## src/rtl/lcdc_pkg.sv

```systemverilog
package lcdc_pkg;

    localparam int DATA_W = 32;
    localparam int GEOM_W = 10;
    localparam int TIMF_W = DATA_W - GEOM_W;

    localparam logic [7:0] OFS_CTRL   = 8'h00;
    localparam logic [7:0] OFS_GEOM_X = 8'h04;
    localparam logic [7:0] OFS_GEOM_Y = 8'h08;
    localparam logic [7:0] OFS_TIMRAW = 8'h0c;
    localparam logic [7:0] OFS_STAT   = 8'h10;
    localparam logic [7:0] OFS_SUBP   = 8'h14;

    localparam logic [DATA_W-1:0] CTRL_KEEP_MASK = 32'h01cf_f300;
    localparam logic [DATA_W-1:0] CTRL_RD_ONES   = 32'hfe00_0c34;
    localparam logic [DATA_W-1:0] GEOMX_RD_ONES  = 32'h0000_000f;
    localparam logic [DATA_W-1:0] TIMRAW_RD_ONES = 32'hfc00_0000;
    localparam logic [DATA_W-1:0] SUBP_KEEP_MASK = 32'ha1ff_ffff;

    localparam int EN_BIT      = 0;
    localparam int MONO_BIT    = 1;
    localparam int MASK_LSB    = 3;
    localparam int TFT_BIT     = 7;
    localparam int PLM_LSB     = 20;
    localparam int TFT_DUP_BIT = 23;

    localparam int ST_FRAME_BIT = 0;
    localparam int ST_SYNC_BIT  = 2;
    localparam int ST_PAL_BIT   = 6;

    localparam int NUM_MASKED = 2;

    typedef struct packed {
        logic                  enable;
        logic                  en_chg;
        logic [1:0]            plm;
        logic                  tft;
        logic                  mono;
        logic [NUM_MASKED-1:0] irq_mask;
        logic [DATA_W-1:0]     ctrl_keep;
        logic [GEOM_W:0]       width;
        logic [TIMF_W-1:0]     timf0;
        logic [GEOM_W:0]       height;
        logic [TIMF_W-1:0]     timf1;
        logic [DATA_W-1:0]     timraw;
        logic [DATA_W-1:0]     subpanel;
    } csr_state_t;

endpackage

```

## src/rtl/lcdc_reg_store.sv

```systemverilog
module lcdc_reg_store
    import lcdc_pkg::*;
#(
    parameter int ADDR_W = 8
) (
    input  logic              clk,
    input  logic              rst_n,
    input  logic              wr_en,
    input  logic [ADDR_W-1:0] addr,
    input  logic [DATA_W-1:0] wdata,
    output csr_state_t        state_o
);

    csr_state_t st_d, st_q;

    always_comb begin
        st_d        = st_q;
        st_d.en_chg = 1'b0;
        if (wr_en) begin
            case (addr)
                ADDR_W'(OFS_CTRL): begin
                    st_d.plm       = wdata[PLM_LSB +: 2];
                    st_d.tft       = wdata[TFT_BIT];
                    st_d.irq_mask  = wdata[MASK_LSB +: NUM_MASKED];
                    st_d.mono      = wdata[MONO_BIT];
                    st_d.ctrl_keep = wdata & CTRL_KEEP_MASK;
                    st_d.enable    = wdata[EN_BIT];
                    st_d.en_chg    = wdata[EN_BIT] ^ st_q.enable;
                end
                ADDR_W'(OFS_GEOM_X): begin
                    st_d.width = {1'b0, wdata[GEOM_W-1:0]} + (GEOM_W+1)'(1);
                    st_d.timf0 = wdata[DATA_W-1:GEOM_W];
                end
                ADDR_W'(OFS_GEOM_Y): begin
                    st_d.height = {1'b0, wdata[GEOM_W-1:0]} + (GEOM_W+1)'(1);
                    st_d.timf1  = wdata[DATA_W-1:GEOM_W];
                end
                ADDR_W'(OFS_TIMRAW): begin
                    st_d.timraw = wdata;
                end
                ADDR_W'(OFS_SUBP): begin
                    st_d.subpanel = wdata & SUBP_KEEP_MASK;
                end
                default: begin
                end
            endcase
        end
    end

    always_ff @(posedge clk or negedge rst_n) begin
        if (!rst_n) begin
            st_q <= '0;
        end else begin
            st_q <= st_d;
        end
    end

    assign state_o = st_q;

endmodule

```

## src/rtl/lcdc_rd_mux.sv

```systemverilog
module lcdc_rd_mux
    import lcdc_pkg::*;
#(
    parameter int ADDR_W = 8
) (
    input  logic [ADDR_W-1:0]     addr,
    input  logic                  enable,
    input  logic [1:0]            plm,
    input  logic                  tft,
    input  logic                  mono,
    input  logic [NUM_MASKED-1:0] irq_mask,
    input  logic [DATA_W-1:0]     ctrl_keep,
    input  logic [GEOM_W-1:0]     width_lo,
    input  logic [TIMF_W-1:0]     timf0,
    input  logic [GEOM_W-1:0]     height_lo,
    input  logic [TIMF_W-1:0]     timf1,
    input  logic [DATA_W-1:0]     timraw,
    input  logic [DATA_W-1:0]     subpanel,
    input  logic                  frame_done,
    input  logic                  palette_done,
    input  logic                  sync_err,
    output logic [DATA_W-1:0]     rdata
);

    logic [DATA_W-1:0] ctrl_word;
    logic [DATA_W-1:0] stat_word;
    logic [GEOM_W-1:0] width_m1;
    logic [GEOM_W-1:0] height_m1;

    always_comb begin
        ctrl_word = ctrl_keep | CTRL_RD_ONES
                  | (DATA_W'(tft)      << TFT_DUP_BIT)
                  | (DATA_W'(plm)      << PLM_LSB)
                  | (DATA_W'(tft)      << TFT_BIT)
                  | (DATA_W'(irq_mask) << MASK_LSB)
                  | (DATA_W'(mono)     << MONO_BIT)
                  | (DATA_W'(enable)   << EN_BIT);

        stat_word = (DATA_W'(palette_done) << ST_PAL_BIT)
                  | (DATA_W'(sync_err)     << ST_SYNC_BIT)
                  | (DATA_W'(frame_done)   << ST_FRAME_BIT);

        width_m1  = width_lo  - GEOM_W'(1);
        height_m1 = height_lo - GEOM_W'(1);

        case (addr)
            ADDR_W'(OFS_CTRL):   rdata = ctrl_word;
            ADDR_W'(OFS_GEOM_X): rdata = {timf0, width_m1} | GEOMX_RD_ONES;
            ADDR_W'(OFS_GEOM_Y): rdata = {timf1, height_m1};
            ADDR_W'(OFS_TIMRAW): rdata = timraw | TIMRAW_RD_ONES;
            ADDR_W'(OFS_STAT):   rdata = stat_word;
            ADDR_W'(OFS_SUBP):   rdata = subpanel;
            default:             rdata = '0;
        endcase
    end

endmodule

```

## src/rtl/lcdc_irq_comb.sv

```systemverilog
module lcdc_irq_comb
    import lcdc_pkg::*;
(
    input  logic                  clk,
    input  logic                  rst_n,
    input  logic [NUM_MASKED-1:0] mask,
    input  logic [NUM_MASKED-1:0] masked_src,
    input  logic                  unmasked_src,
    output logic                  irq_o
);

    logic [NUM_MASKED-1:0] gated;
    logic                  irq_d, irq_q;

    for (genvar gi = 0; gi < NUM_MASKED; gi++) begin : g_gate
        assign gated[gi] = masked_src[gi] & mask[gi];
    end

    always_comb begin
        irq_d = (|gated) | unmasked_src;
    end

    always_ff @(posedge clk or negedge rst_n) begin
        if (!rst_n) begin
            irq_q <= 1'b0;
        end else begin
            irq_q <= irq_d;
        end
    end

    assign irq_o = irq_q;

endmodule

```

## src/rtl/lcdc_csr.sv

```systemverilog
module lcdc_csr
    import lcdc_pkg::*;
#(
    parameter int ADDR_W = 8
) (
    input  logic              clk,
    input  logic              rst_n,
    input  logic              wr_en,
    input  logic [ADDR_W-1:0] addr,
    input  logic [31:0]       wdata,
    output logic [31:0]       rdata,
    input  logic              frame_done_i,
    input  logic              palette_done_i,
    input  logic              sync_err_i,
    output logic              irq_o,
    output logic              enable_o,
    output logic              enable_chg_o,
    output logic [1:0]        plm_o,
    output logic              tft_o,
    output logic              mono_o,
    output logic [10:0]       width_o,
    output logic [10:0]       height_o,
    output logic [31:0]       subpanel_o
);

    csr_state_t            st;
    logic [NUM_MASKED-1:0] irq_mask_w;

    lcdc_reg_store #(.ADDR_W(ADDR_W)) u_store (
        .clk     (clk),
        .rst_n   (rst_n),
        .wr_en   (wr_en),
        .addr    (addr),
        .wdata   (wdata),
        .state_o (st)
    );

    assign irq_mask_w = st.irq_mask;

    lcdc_rd_mux #(.ADDR_W(ADDR_W)) u_rd (
        .addr         (addr),
        .enable       (st.enable),
        .plm          (st.plm),
        .tft          (st.tft),
        .mono         (st.mono),
        .irq_mask     (st.irq_mask),
        .ctrl_keep    (st.ctrl_keep),
        .width_lo     (st.width[GEOM_W-1:0]),
        .timf0        (st.timf0),
        .height_lo    (st.height[GEOM_W-1:0]),
        .timf1        (st.timf1),
        .timraw       (st.timraw),
        .subpanel     (st.subpanel),
        .frame_done   (frame_done_i),
        .palette_done (palette_done_i),
        .sync_err     (sync_err_i),
        .rdata        (rdata)
    );

    lcdc_irq_comb u_irq (
        .clk          (clk),
        .rst_n        (rst_n),
        .mask         (irq_mask_w),
        .masked_src   ({palette_done_i, frame_done_i}),
        .unmasked_src (sync_err_i),
        .irq_o        (irq_o)
    );

    assign enable_o     = st.enable;
    assign enable_chg_o = st.en_chg;
    assign plm_o        = st.plm;
    assign tft_o        = st.tft;
    assign mono_o       = st.mono;
    assign width_o      = st.width;
    assign height_o     = st.height;
    assign subpanel_o   = st.subpanel;

endmodule

```

## config.mk

```make
export PLATFORM = sky130hd
export DESIGN_NAME = lcdc_csr
export DESIGN_NICKNAME = d
export VERILOG_FILES = /design/src/rtl/lcdc_pkg.sv /design/src/rtl/lcdc_reg_store.sv /design/src/rtl/lcdc_rd_mux.sv /design/src/rtl/lcdc_irq_comb.sv /design/src/rtl/lcdc_csr.sv
export SDC_FILE = /design/constraint.sdc
export NUM_CORES = 1
export LEC_CHECK = 0
export CAP_MARGIN = 10
export CORE_MARGIN = 5
export CORE_UTILIZATION = 36
export DETAILED_ROUTE_END_ITERATION = 6
export DONT_BUFFER_PORTS = 1
export PLACE_DENSITY_LB_ADDON = 0.25
export SYNTH_ARGS = -nofsm -noshare
export SYNTH_HDL_FRONTEND = slang
export SYNTH_HIERARCHICAL = 1
export SYNTH_SLANG_ARGS = --single-unit
```

## constraint.sdc

```tcl
create_clock -name clk -period 4.5 [get_ports clk]
set_input_delay 0 -clock clk [delete_from_list [all_inputs] [get_ports clk]]
set_output_delay 0 -clock clk [all_outputs]
set_load 0.05 [all_outputs]
```

==> qor.csv, run 1 <==
stage;metric;value;unit
critical_path;slowest library cell on the worst path;o22ai_1;
floorplan;number of cell rows;51;
drt;final wirelength;19770;um
clocking;CTS Buf Count;17;
sta;skew final;0.001755;ns
worst_hold_path;Worst Hold Depth;3;
critical_path;CP Class;flip-flop to output port;
final_layout;Filler cells;1856;
critical_path;Critical Path Start;u_store/state_o[122];
sta;post-layout minimum cycle time;3.275;ns
power;peak supply drop;0.0002868;V
sta;Total Neg Setup Slack;0;ns
final_layout;Syn-to-layout area delta;17.41;%
critical_path;CP startpoint kind;flip-flop;
drt;Routed Antenna Nets;0;
sta;Final setup viols;0;
power;switch share;27.47;%
clocking;post-CTS setup buffers;0;
sta;RSZ-0062 raised after global routing;no;
drt;first-pass iteration count of the detailed router;5;
power;Leak;0.003776;uW
floorplan;die area;22250;um2
global_route;GRT Total Usage;18.14;%
final_layout;layout cell share with drive strength beyond 1;28.21;%
power;PD cells;377.5;nW/um2
sta;Pins Over Slew Limit;0;
critical_path;Crit path depth;5;
worst_hold_path;Hold Path Class;primary input to flip-flop;
power;Sequential Power Share;47.7;%
sta;Max transition margin;23.34;%
critical_path;Critical Path Fanout Max;5;
floorplan;Die X;149.2;um
global_route;largest net degree at the start of global routing;142;
drt;initial DRC count;248;
critical_path;CP max stage delay;0.84;ns
clocking;Clock Latency Late Sink;0.42;ns
power;Net Sw Power;848.9;uW
run_status;outcome;completed;
final_layout;antenna cells;0;
drt;Residual DRC;0;
floorplan;Core Footprint;19270;um2
critical_path;Reg2Reg Depth;3;
global_route;initial antenna violation count;1;
critical_path;CP arrival;3.28;ns
sta;Worst Max-Slew Pin Slew;1.154;ns
clocking;H-tree depth;4;
drt;Vias/cell;5.473;
final_layout;fin nets;666;
critical_path;Required @ worst endpoint;4.50;ns
global_route;number of global-route vias before repair;5217;
final_layout;Multi-input gate area;3191;um2
floorplan;IO Pins;139;
critical_path;Bufs and invs on worst path;0;
clocking;Post-CTS Resized;0;
drt;Routed wire per std cell;22.07;um
job;Max Cap Violations;0;
logic_synthesis;mapped cell area;6972;um2
clocking;CTS Hold Buffers Added;47;
critical_path;worst path cell trace;or4_4, or3_1, nor4_4, xnor2_1, o22ai_1;
placement;gp weighted congestion;0.8651;
critical_path;Critical R2R Launch;u_store/state_o[169];
power;Total Power;3090;uW
clocking;CTS Buffer Depth;2;
global_route;total congestion overflow;0;
final_layout;register area;3528;um2
placement;IO buf count;0;
placement;DP Wirelength;12320;um
logic_synthesis;Syn. warnings;6;
sta;Fmax;305.3;MHz
critical_path;Crit. End Element;output port;
power;Comb power frac;7.9;%
logic_synthesis;Syn Area/Cell;11.88;um2
critical_path;crit-path leading delay family;simple AND/OR/NAND/NOR gates;
sta;final hold violations;0;
floorplan;die span in y;149.2;um
drt;Vias;4904;
clocking;number of clock sinks;141;
clocking;TritonCTS clock tree;done;
clocking;CTS clk-pin slew, worst paths;0.06;ns
worst_hold_path;Worst Hold Launch;wdata[0];
logic_synthesis;Mapped Cells;587;
power;clock power share;44.3;%
sta;post-route clock period utilization;72.79;%
floorplan;Initial Util;36.18;%
clocking;clock root cell;clkbuf_16;
global_route;global-route wire length before repair;30670;um
power;internal power;2241;uW
==> layer usage <==
metal | track usage (%) | wire (um) | vias to the layer above
met4 | 6.041 | 423 | 2
met1 | 22.48 | 8376 | 2493
li1 | - | - | 2197
met3 | 5.986 | 1477 | 30
met5 | 0 | 13 | -
met2 | 29.92 | 9481 | 182
==> layout make-up <==
type                            instances  area share (%)
Multi-Input combinational cell        399           38.98
Clock inverter                         13           1.590
Clock buffer                           19           5.533
Sequential cell                       141           43.11
Tap cell                              265           4.051
Timing Repair Buffer                   52           6.420
Inverter                                7          0.3210
==> state kept, by name, indices dropped and copies added, names as in the netlist <==
signal and flops:
u_store/state_o 140, u_irq/irq_o 1
==> tightest hold or removal path: cells and delay by family <==
| kind | cells | cell delay, ns |
|---|---|---|
| AO/OA/AOI/OAI | 1 | 0.08 |
| AND/OR/NAND/NOR | 2 | 0.34 |
==> layout by cell type, fill, tap and decap left out, types with 4 or more instances in the layout <==
cell type	n
a21oi_1	18
a221o_1	9
a22oi_1	8
a31oi_1	18
a41oi_1	5
buf_4	5
clkbuf_16	17
clkinvlp_4	4
conb_1	12
dfrtp_1	141
dlygate4sd3_1	46
inv_1	7
inv_6	5
mux2_2	125
mux2i_1	18
nand2_1	29
nand3_1	7
nor2_1	33
nor2b_1	5
nor3_1	9
o21ai_0	12
o21ai_1	12
o22ai_1	13
or3_1	5
xnor2_1	8
xor2_1	7
==> metrics by stage <==
stage               setup WS (ns)  hold WS (ns)  utilization, %  instance area [um2]  std cells
CTS                         1.229       0.04286           42.48                 8185        896
finish                      1.225       0.04877           42.48                 8185        896
global placement            1.739       -0.2914           36.92                 7114        817
global route                1.115       0.09286           42.48                 8185        896
detailed placement          1.698       -0.2916           36.92                 7114        817
floorplan                   1.729       -0.2956               -                 7013        598
==> power by group through the flow <==
| stage | sequential [uW] | clock, uW | combinational [uW] |
|---|---|---|---|
| floorplan | 1480 | 0 | 164 |
| global placement | 1500 | 0 | 163 |
| detailed placement | 1500 | 0 | 169 |
| CTS | 1480 | 1410 | 246 |
| global route | 1480 | 1470 | 271 |
| finish | 1480 | 1370 | 245 |
==> final timing paths <==
check	slack, ns	end
worst min-delay path	0.05	u_store/state_o[124]
min in group asynchronous	0.16	u_store/state_o[120]
max in group asynchronous	3.67	u_store/state_o[38]
worst max register to register	2.79	u_store/state_o[168]
worst min register to register	0.49	u_store/state_o[38]
worst max-delay path	1.22	rdata[9]
Note: power is estimated with default switching activity, not from simulation.
==> run 2, diff against run 1 <==
Clock period 4.5 ns to 3 ns, I/O delays scaled along.
==> run 2 against run 1 <==
Against the previous run: the run now ends with hold timing left; critical path depth increased by 1; sequential share of layout area decreased by 0.51 points; flip-flop and latch count unchanged; die area unchanged; worst hold slack got worse by 0.77 ns; via count increased by 1.1%; global-route usage about the same; critical endpoint unchanged; largest power group unchanged; highest routed layer unchanged.
==> qor.csv, run 2 (same netlist as run 1, synthesis figures left out) <==
stage;metric;value;unit;change
sta;Worst Max-Slew Pin Slew;0.9948;ns;-0.1588 ns
floorplan;IO Pins;139;;unchanged
critical_path;CP max stage delay;0.64;ns;-0.20 ns
sta;final hold violations;141;;+141
floorplan;die area;22250;um2;unchanged
global_route;number of global-route vias before repair;5217;;unchanged
critical_path;Required @ worst endpoint;3.00;ns;-1.50 ns
critical_path;worst path cell trace;or4_4, or3_1, nor4_4, xnor2_1, o22ai_1, buf_4;;
drt;first-pass iteration count of the detailed router;5;;unchanged
run_status;failing checks;hold timing;;
placement;gp weighted congestion;0.8018;;-7.3%
global_route;initial antenna violation count;2;;+1
clocking;post-CTS setup buffers;0;;unchanged
clocking;clock root cell;clkbuf_16;;
critical_path;Critical Path Fanout Max;5;;unchanged
floorplan;Initial Util;36.18;%;unchanged
final_layout;layout cell share with drive strength beyond 1;31.54;%;+3.3 points
run_status;outcome;finished with violations;;
power;peak supply drop;0.0003813;V;+33%
final_layout;Filler cells;1848;;-0.43%
sta;Final setup viols;0;;unchanged
sta;skew final;0.005280;ns;+0.003525 ns
clocking;CTS clk-pin slew, worst paths;0.06;ns;about the same
clocking;TritonCTS clock tree;done;;
clocking;CTS Buffer Depth;2;;unchanged
final_layout;Largest register FFs;140;;unchanged
global_route;GRT Total Usage;18.13;%;about the same
sta;post-layout minimum cycle time;2.789;ns;
worst_hold_path;Hold Path Class;primary input to async pin;;
placement;Post-Place Cells;845;;+3.4%
clocking;CTS Buf Count;17;;unchanged
clocking;H-tree depth;4;;unchanged
power;Total Power;4582;uW;+48%
final_layout;Multi-input gate area;3191;um2;unchanged
global_route;global-route wire length before repair;30730;um;+0.18%
job;Max Cap Violations;0;;unchanged
drt;Vias/cell;5.415;;-1.1%
placement;DP Wirelength;12740;um;+3.4%
sta;Max transition margin;33.24;%;+9.9 points
global_route;total congestion overflow;0;;unchanged
clocking;Clock Latency Late Sink;0.42;ns;about the same
sta;Pins Over Slew Limit;0;;unchanged
placement;IO buf count;0;;unchanged
drt;Residual DRC;0;;unchanged
critical_path;CP arrival;2.79;ns;-0.49 ns
critical_path;crit-path leading delay family;simple AND/OR/NAND/NOR gates;;
critical_path;Crit. End Element;output port;;
sta;Total Neg Setup Slack;0;ns;unchanged
critical_path;CP startpoint kind;flip-flop;;
power;Leak;0.003864;uW;+2.3%
final_layout;register area;3530;um2;about the same
floorplan;die span in y;149.2;um;unchanged
final_layout;fin nets;685;;+2.9%
drt;initial DRC count;283;;+14%
drt;Vias;4960;;+1.1%
final_layout;Syn-to-layout area delta;18.86;%;
critical_path;slowest library cell on the worst path;or4_4;;
drt;Routed wire per std cell;21.66;um;-1.9%
floorplan;Core Footprint;19270;um2;unchanged
final_layout;most frequent cells in the layout;dfrtp_1 (140), mux2_2 (125), dlygate4sd3_1 (38), buf_4 (33), nor2_1 (33);;
clocking;CTS Hold Buffers Added;38;;-19%
global_route;largest net degree at the start of global routing;142;;unchanged
sta;RSZ-0062 raised after global routing;no;;
sta;Hold WS;-0.7226;ns;-0.7714 ns
floorplan;Die X;149.2;um;unchanged
drt;final wirelength;19840;um;+0.32%
critical_path;Bufs and invs on worst path;1;;+1
power;PD cells;552.9;nW/um2;+46%
floorplan;number of cell rows;51;;unchanged
final_layout;post-route insts no fill;916;;+2.2%
sta;Fmax;358.6;MHz;
drt;Routed Antenna Nets;0;;unchanged
clocking;number of clock sinks;141;;unchanged
critical_path;CP Class;flip-flop to output port;;
sta;post-route clock period utilization;92.95;%;
final_layout;commonest non-fill, non-tap cell in the layout;dfrtp_1;;
run 2: cell types whose count changed in the layout (fill, tap and decap cells not counted):
cell           previous run  this run
clkbuf_1                  0         1
buf_4                     5        33
dlygate4sd3_1            46        38
inv_6                     5         4
clkinv_4                  3         0
diode_2                   0         1
clkinv_2                  0         1
clkinvlp_4                4         5
clkbuf_8                  2         3
dfrtp_1                 141       140
dfrtp_2                   0         1
buf_16                    1         0
run 2: timing repair:
| item | CTS | global route |
|---|---|---|
| hold endpoints to repair | 282 | 141 |
| resized for setup | 0 | 1 |
| endpoints found under the setup margin | 0 | 1 |
run 2: report_power, final:
part | leakage [uW] | switching [uW] | internal, uW
registers | 0.00193 | 223 | 1990
logic | 0.00166 | 157 | 166
clock network | 0.000269 | 829 | 1210
run 2: worst reg2reg max path: cells and delay by family, from the launching register on:
kind / cells / cell delay (ns)
buffers and inverters: 1 / 0.60
flip-flops: 1 / 0.73
XOR/XNOR: 1 / 0.16
AND/OR/NAND/NOR: 1 / 0.25
run 2: routing by layer:
layer	track usage, %	routed length [um]
met1	23.47	8506
met2	29.85	9575
met3	5.318	1536
met4	4.805	206
met5	0	11
run 2: path summary, 6_finish.rpt:
check / to / startpoint / slack [ns] / depth (start not counted)
setup / recovery: rdata[9] / u_store/state_o[122] / 0.21 / 6
hold / removal: u_store/state_o[119] / rst_n / -0.72 / 0
setup reg to reg: u_store/state_o[168] / u_store/state_o[169] / 1.19 / 3
hold reg to reg: u_store/state_o[38] / u_store/state_o[38] / 0.50 / 1
max in group asynchronous: u_store/state_o[106] / rst_n / 3.51 / 0
min in group clk: u_store/state_o[86] / addr[3] / 0.01 / 2
run 2: layout make-up:
| cell class | instances | area share [%] |
|---|---|---|
| sequential | 141 | 42.59 |
| multi-input combinational | 399 | 38.50 |
| timing repair buffer | 71 | 7.580 |
| clock buffer | 21 | 5.677 |
| tap | 265 | 4.001 |
| clock inverter | 11 | 1.299 |
| inverter | 7 | 0.3171 |
| antenna | 1 | 0.03020 |
run 2: metrics by stage:
step	hold slack (ns)	utilization, %	instance area, um2	worst slack (ns)
after detailed placement	-0.2916	38.01	7325	0.6325
after global placement	-0.2916	38.01	7325	0.6829
after CTS	-0.7571	42.98	8283	0.1648
after global routing	-0.7487	43.00	8287	0.03197
after floorplan	-0.2956	-	7013	0.2293
final	-0.7226	43.00	8287	0.2114
==> run 3, diff against run 2 <==
Settings changed: CORE_UTILIZATION 36 to 40.
==> run 3 against run 2 <==
Against the previous run: the flow still finishes with violations (hold timing); clock power is 4% higher; global-route usage is 1.2 points higher; combinational power about the same; via count increased by 2.3%; final area shrank 0.23%; non-clock buffer count increased by 2; core utilization rose by 5.1 points; clock skew is 0.0011 ns lower; final cell count shrank 4.3%; fmax fell by 1.8%; critical path type unchanged.
==> qor.csv, run 3 (same netlist as run 1, synthesis figures left out) <==
stage;metric;value;unit;change
run_status;outcome;finished with violations;;
run_status;failing checks;hold timing;;
critical_path;CP startpoint kind;flip-flop;;
placement;placed inst area;7282;um2;-0.58%
final_layout;Syn-to-layout area delta;18.59;%;
clocking;number of clock sinks;141;;unchanged
critical_path;Crit. End Element;output port;;
placement;Post-Place Cells;806;;-4.6%
placement;gp weighted congestion;0.8476;;+5.7%
power;Leak;0.003893;uW;+0.75%
final_layout;fin nets;687;;+0.29%
global_route;largest net degree at the start of global routing;142;;unchanged
floorplan;IO Pins;139;;unchanged
power;Net Sw Power;1240;uW;+2.6%
sta;Total Neg Setup Slack;0;ns;unchanged
clocking;Clock Latency Late Sink;0.42;ns;about the same
sta;post-layout minimum cycle time;2.840;ns;+0.05116 ns
power;Sequential Power Share;47.5;%;-0.9 points
final_layout;layout cell share with drive strength beyond 1;31.60;%;+0.057 points
sta;Hold WS;-0.7307;ns;-0.008082 ns
sta;Worst Max-Slew Pin Slew;0.9674;ns;-0.02731 ns
floorplan;Core Footprint;17180;um2;-11%
floorplan;Initial Util;40.59;%;+4.4 points
job;Max Cap Violations;0;;unchanged
final_layout;post-route insts no fill;877;;-4.3%
sta;Fmax;352.1;MHz;-1.8%
critical_path;r2r setup slk;1.36;ns;+0.17 ns
global_route;GRT Total Usage;19.32;%;+1.2 points
clocking;CTS clk-pin slew, worst paths;0.07;ns;about the same
drt;Routed Antenna Nets;0;;unchanged
final_layout;Final Cell Area;8268;um2;-0.23%
floorplan;number of cell rows;48;;-5.9%
drt;first-pass iteration count of the detailed router;5;;unchanged
final_layout;final core utilization;48.14;%;+5.1 points
final_layout;Largest register FFs;140;;unchanged
drt;Routed wire per std cell;22.01;um;+1.7%
global_route;initial antenna violation count;0;;-2
critical_path;Required @ worst endpoint;3.00;ns;about the same
global_route;global-route wire length before repair;30240;um;-1.6%
power;clock power share;45.5;%;+0.9 points
clocking;Post-CTS Resized;0;;unchanged
worst_hold_path;Hold Path Class;primary input to async pin;;
power;Comb power frac;7.0;%;about the same
drt;initial DRC count;246;;-13%
sta;post-route clock period utilization;94.66;%;+1.7 points
clocking;CTS Buf Count;17;;unchanged
critical_path;CP Class;flip-flop to output port;;
critical_path;CP arrival;2.84;ns;+0.05 ns
floorplan;die span in y;142.0;um;-4.8%
floorplan;Die X;142.0;um;-4.8%
floorplan;die area;20170;um2;-9.3%
drt;Residual DRC;0;;unchanged
placement;IO buf count;0;;unchanged
power;switch share;26.61;%;+0.23 points
clocking;H-tree depth;4;;unchanged
placement;DP Wirelength;12520;um;-1.7%
clocking;CTS Buffer Depth;2;;unchanged
clocking;CTS Hold Buffers Added;39;;+2.6%
final_layout;commonest non-fill, non-tap cell in the layout;dfrtp_1;;
sta;skew final;0.004192;ns;-0.001088 ns
sta;Max transition margin;35.07;%;+1.8 points
clocking;TritonCTS clock tree;done;;
global_route;number of global-route vias before repair;5304;;+1.7%
drt;final wirelength;19310;um;-2.7%
sta;RSZ-0062 raised after global routing;no;;
sta;Final setup viols;0;;unchanged
global_route;total congestion overflow;0;;unchanged
power;PD cells;563.5;nW/um2;+1.9%
final_layout;antenna cells;0;;-1
sta;final hold violations;141;;unchanged
power;peak supply drop;0.0006013;V;+58%
drt;Vias;5074;;+2.3%
power;internal power;3419;uW;+1.4%
final_layout;most frequent cells in the layout;dfrtp_1 (141), mux2_2 (125), dlygate4sd3_1 (39), buf_4 (34), nor2_1 (33);;
critical_path;Critical Path Fanout Max;5;;unchanged
sta;Pins Over Slew Limit;0;;unchanged
drt;Vias/cell;5.786;;+6.8%
clocking;clock root cell;clkbuf_16;;
## run 3: timing repair
item	in CTS	in global routing
setup endpoints to repair	0	0
hold endpoints to repair	282	141
setup buffers	0	0
## run 3: power by group through the flow
stage	Sequential [uW]	Combinational (uW)	Clock (uW)
final	2210	326	2120
after global routing	2220	354	2240
after CTS	2210	324	2150
after detailed placement	2250	259	0
after global placement	2240	250	0
after floorplan	2220	246	0
## run 3: metal layers
layer | GRT usage [%] | up-vias | wire, um
met1 | 24.38 | 2624 | 8001
met2 | 32.20 | 191 | 9514
met3 | 5.746 | 26 | 1482
met4 | 5.707 | 0 | 306
li1 | - | 2233 | -
met5 | 0 | - | 0
## run 3: critical path, stage by stage, from the launching register on
cell,delay (ns)
dfrtp_1,0.57
or4_4,0.65
or3_1,0.46
nor4_4,0.21
xnor2_1,0.10
o22ai_1,0.18
buf_4,0.24
## run 3: layout make-up
type / count / area (um2)
clock buffer: 18 / 439.2
clock inverter: 14 / 156.4
fill: 1579 / 8909
inverter: 7 / 26.28
multi-input combinational: 399 / 3191
sequential: 141 / 3528
tap: 225 / 281.5
timing repair buffer: 73 / 645.6
## run 3: final timing paths
check / from / end / cells after the start
max: u_store/state_o[122] / rdata[9] / 6
max in group asynchronous: rst_n / u_store/state_o[99] / 0
min in group clk: addr[3] / u_store/state_o[127] / 3
min: rst_n / u_store/state_o[120] / 0
min reg2reg: u_store/state_o[38] / u_store/state_o[38] / 1
max reg2reg: u_store/state_o[169] / u_store/state_o[168] / 3
## run 3: stage by stage
step	worst slack (ns)	total power [uW]	hold WS, ns
floorplan	0.2293	2468	-0.2956
global placement	0.6676	2492	-0.2894
detailed placement	0.5978	2508	-0.2897
CTS	0.1348	4688	-0.7481
global route	0.02823	4822	-0.7488
finish	0.1602	4659	-0.7307
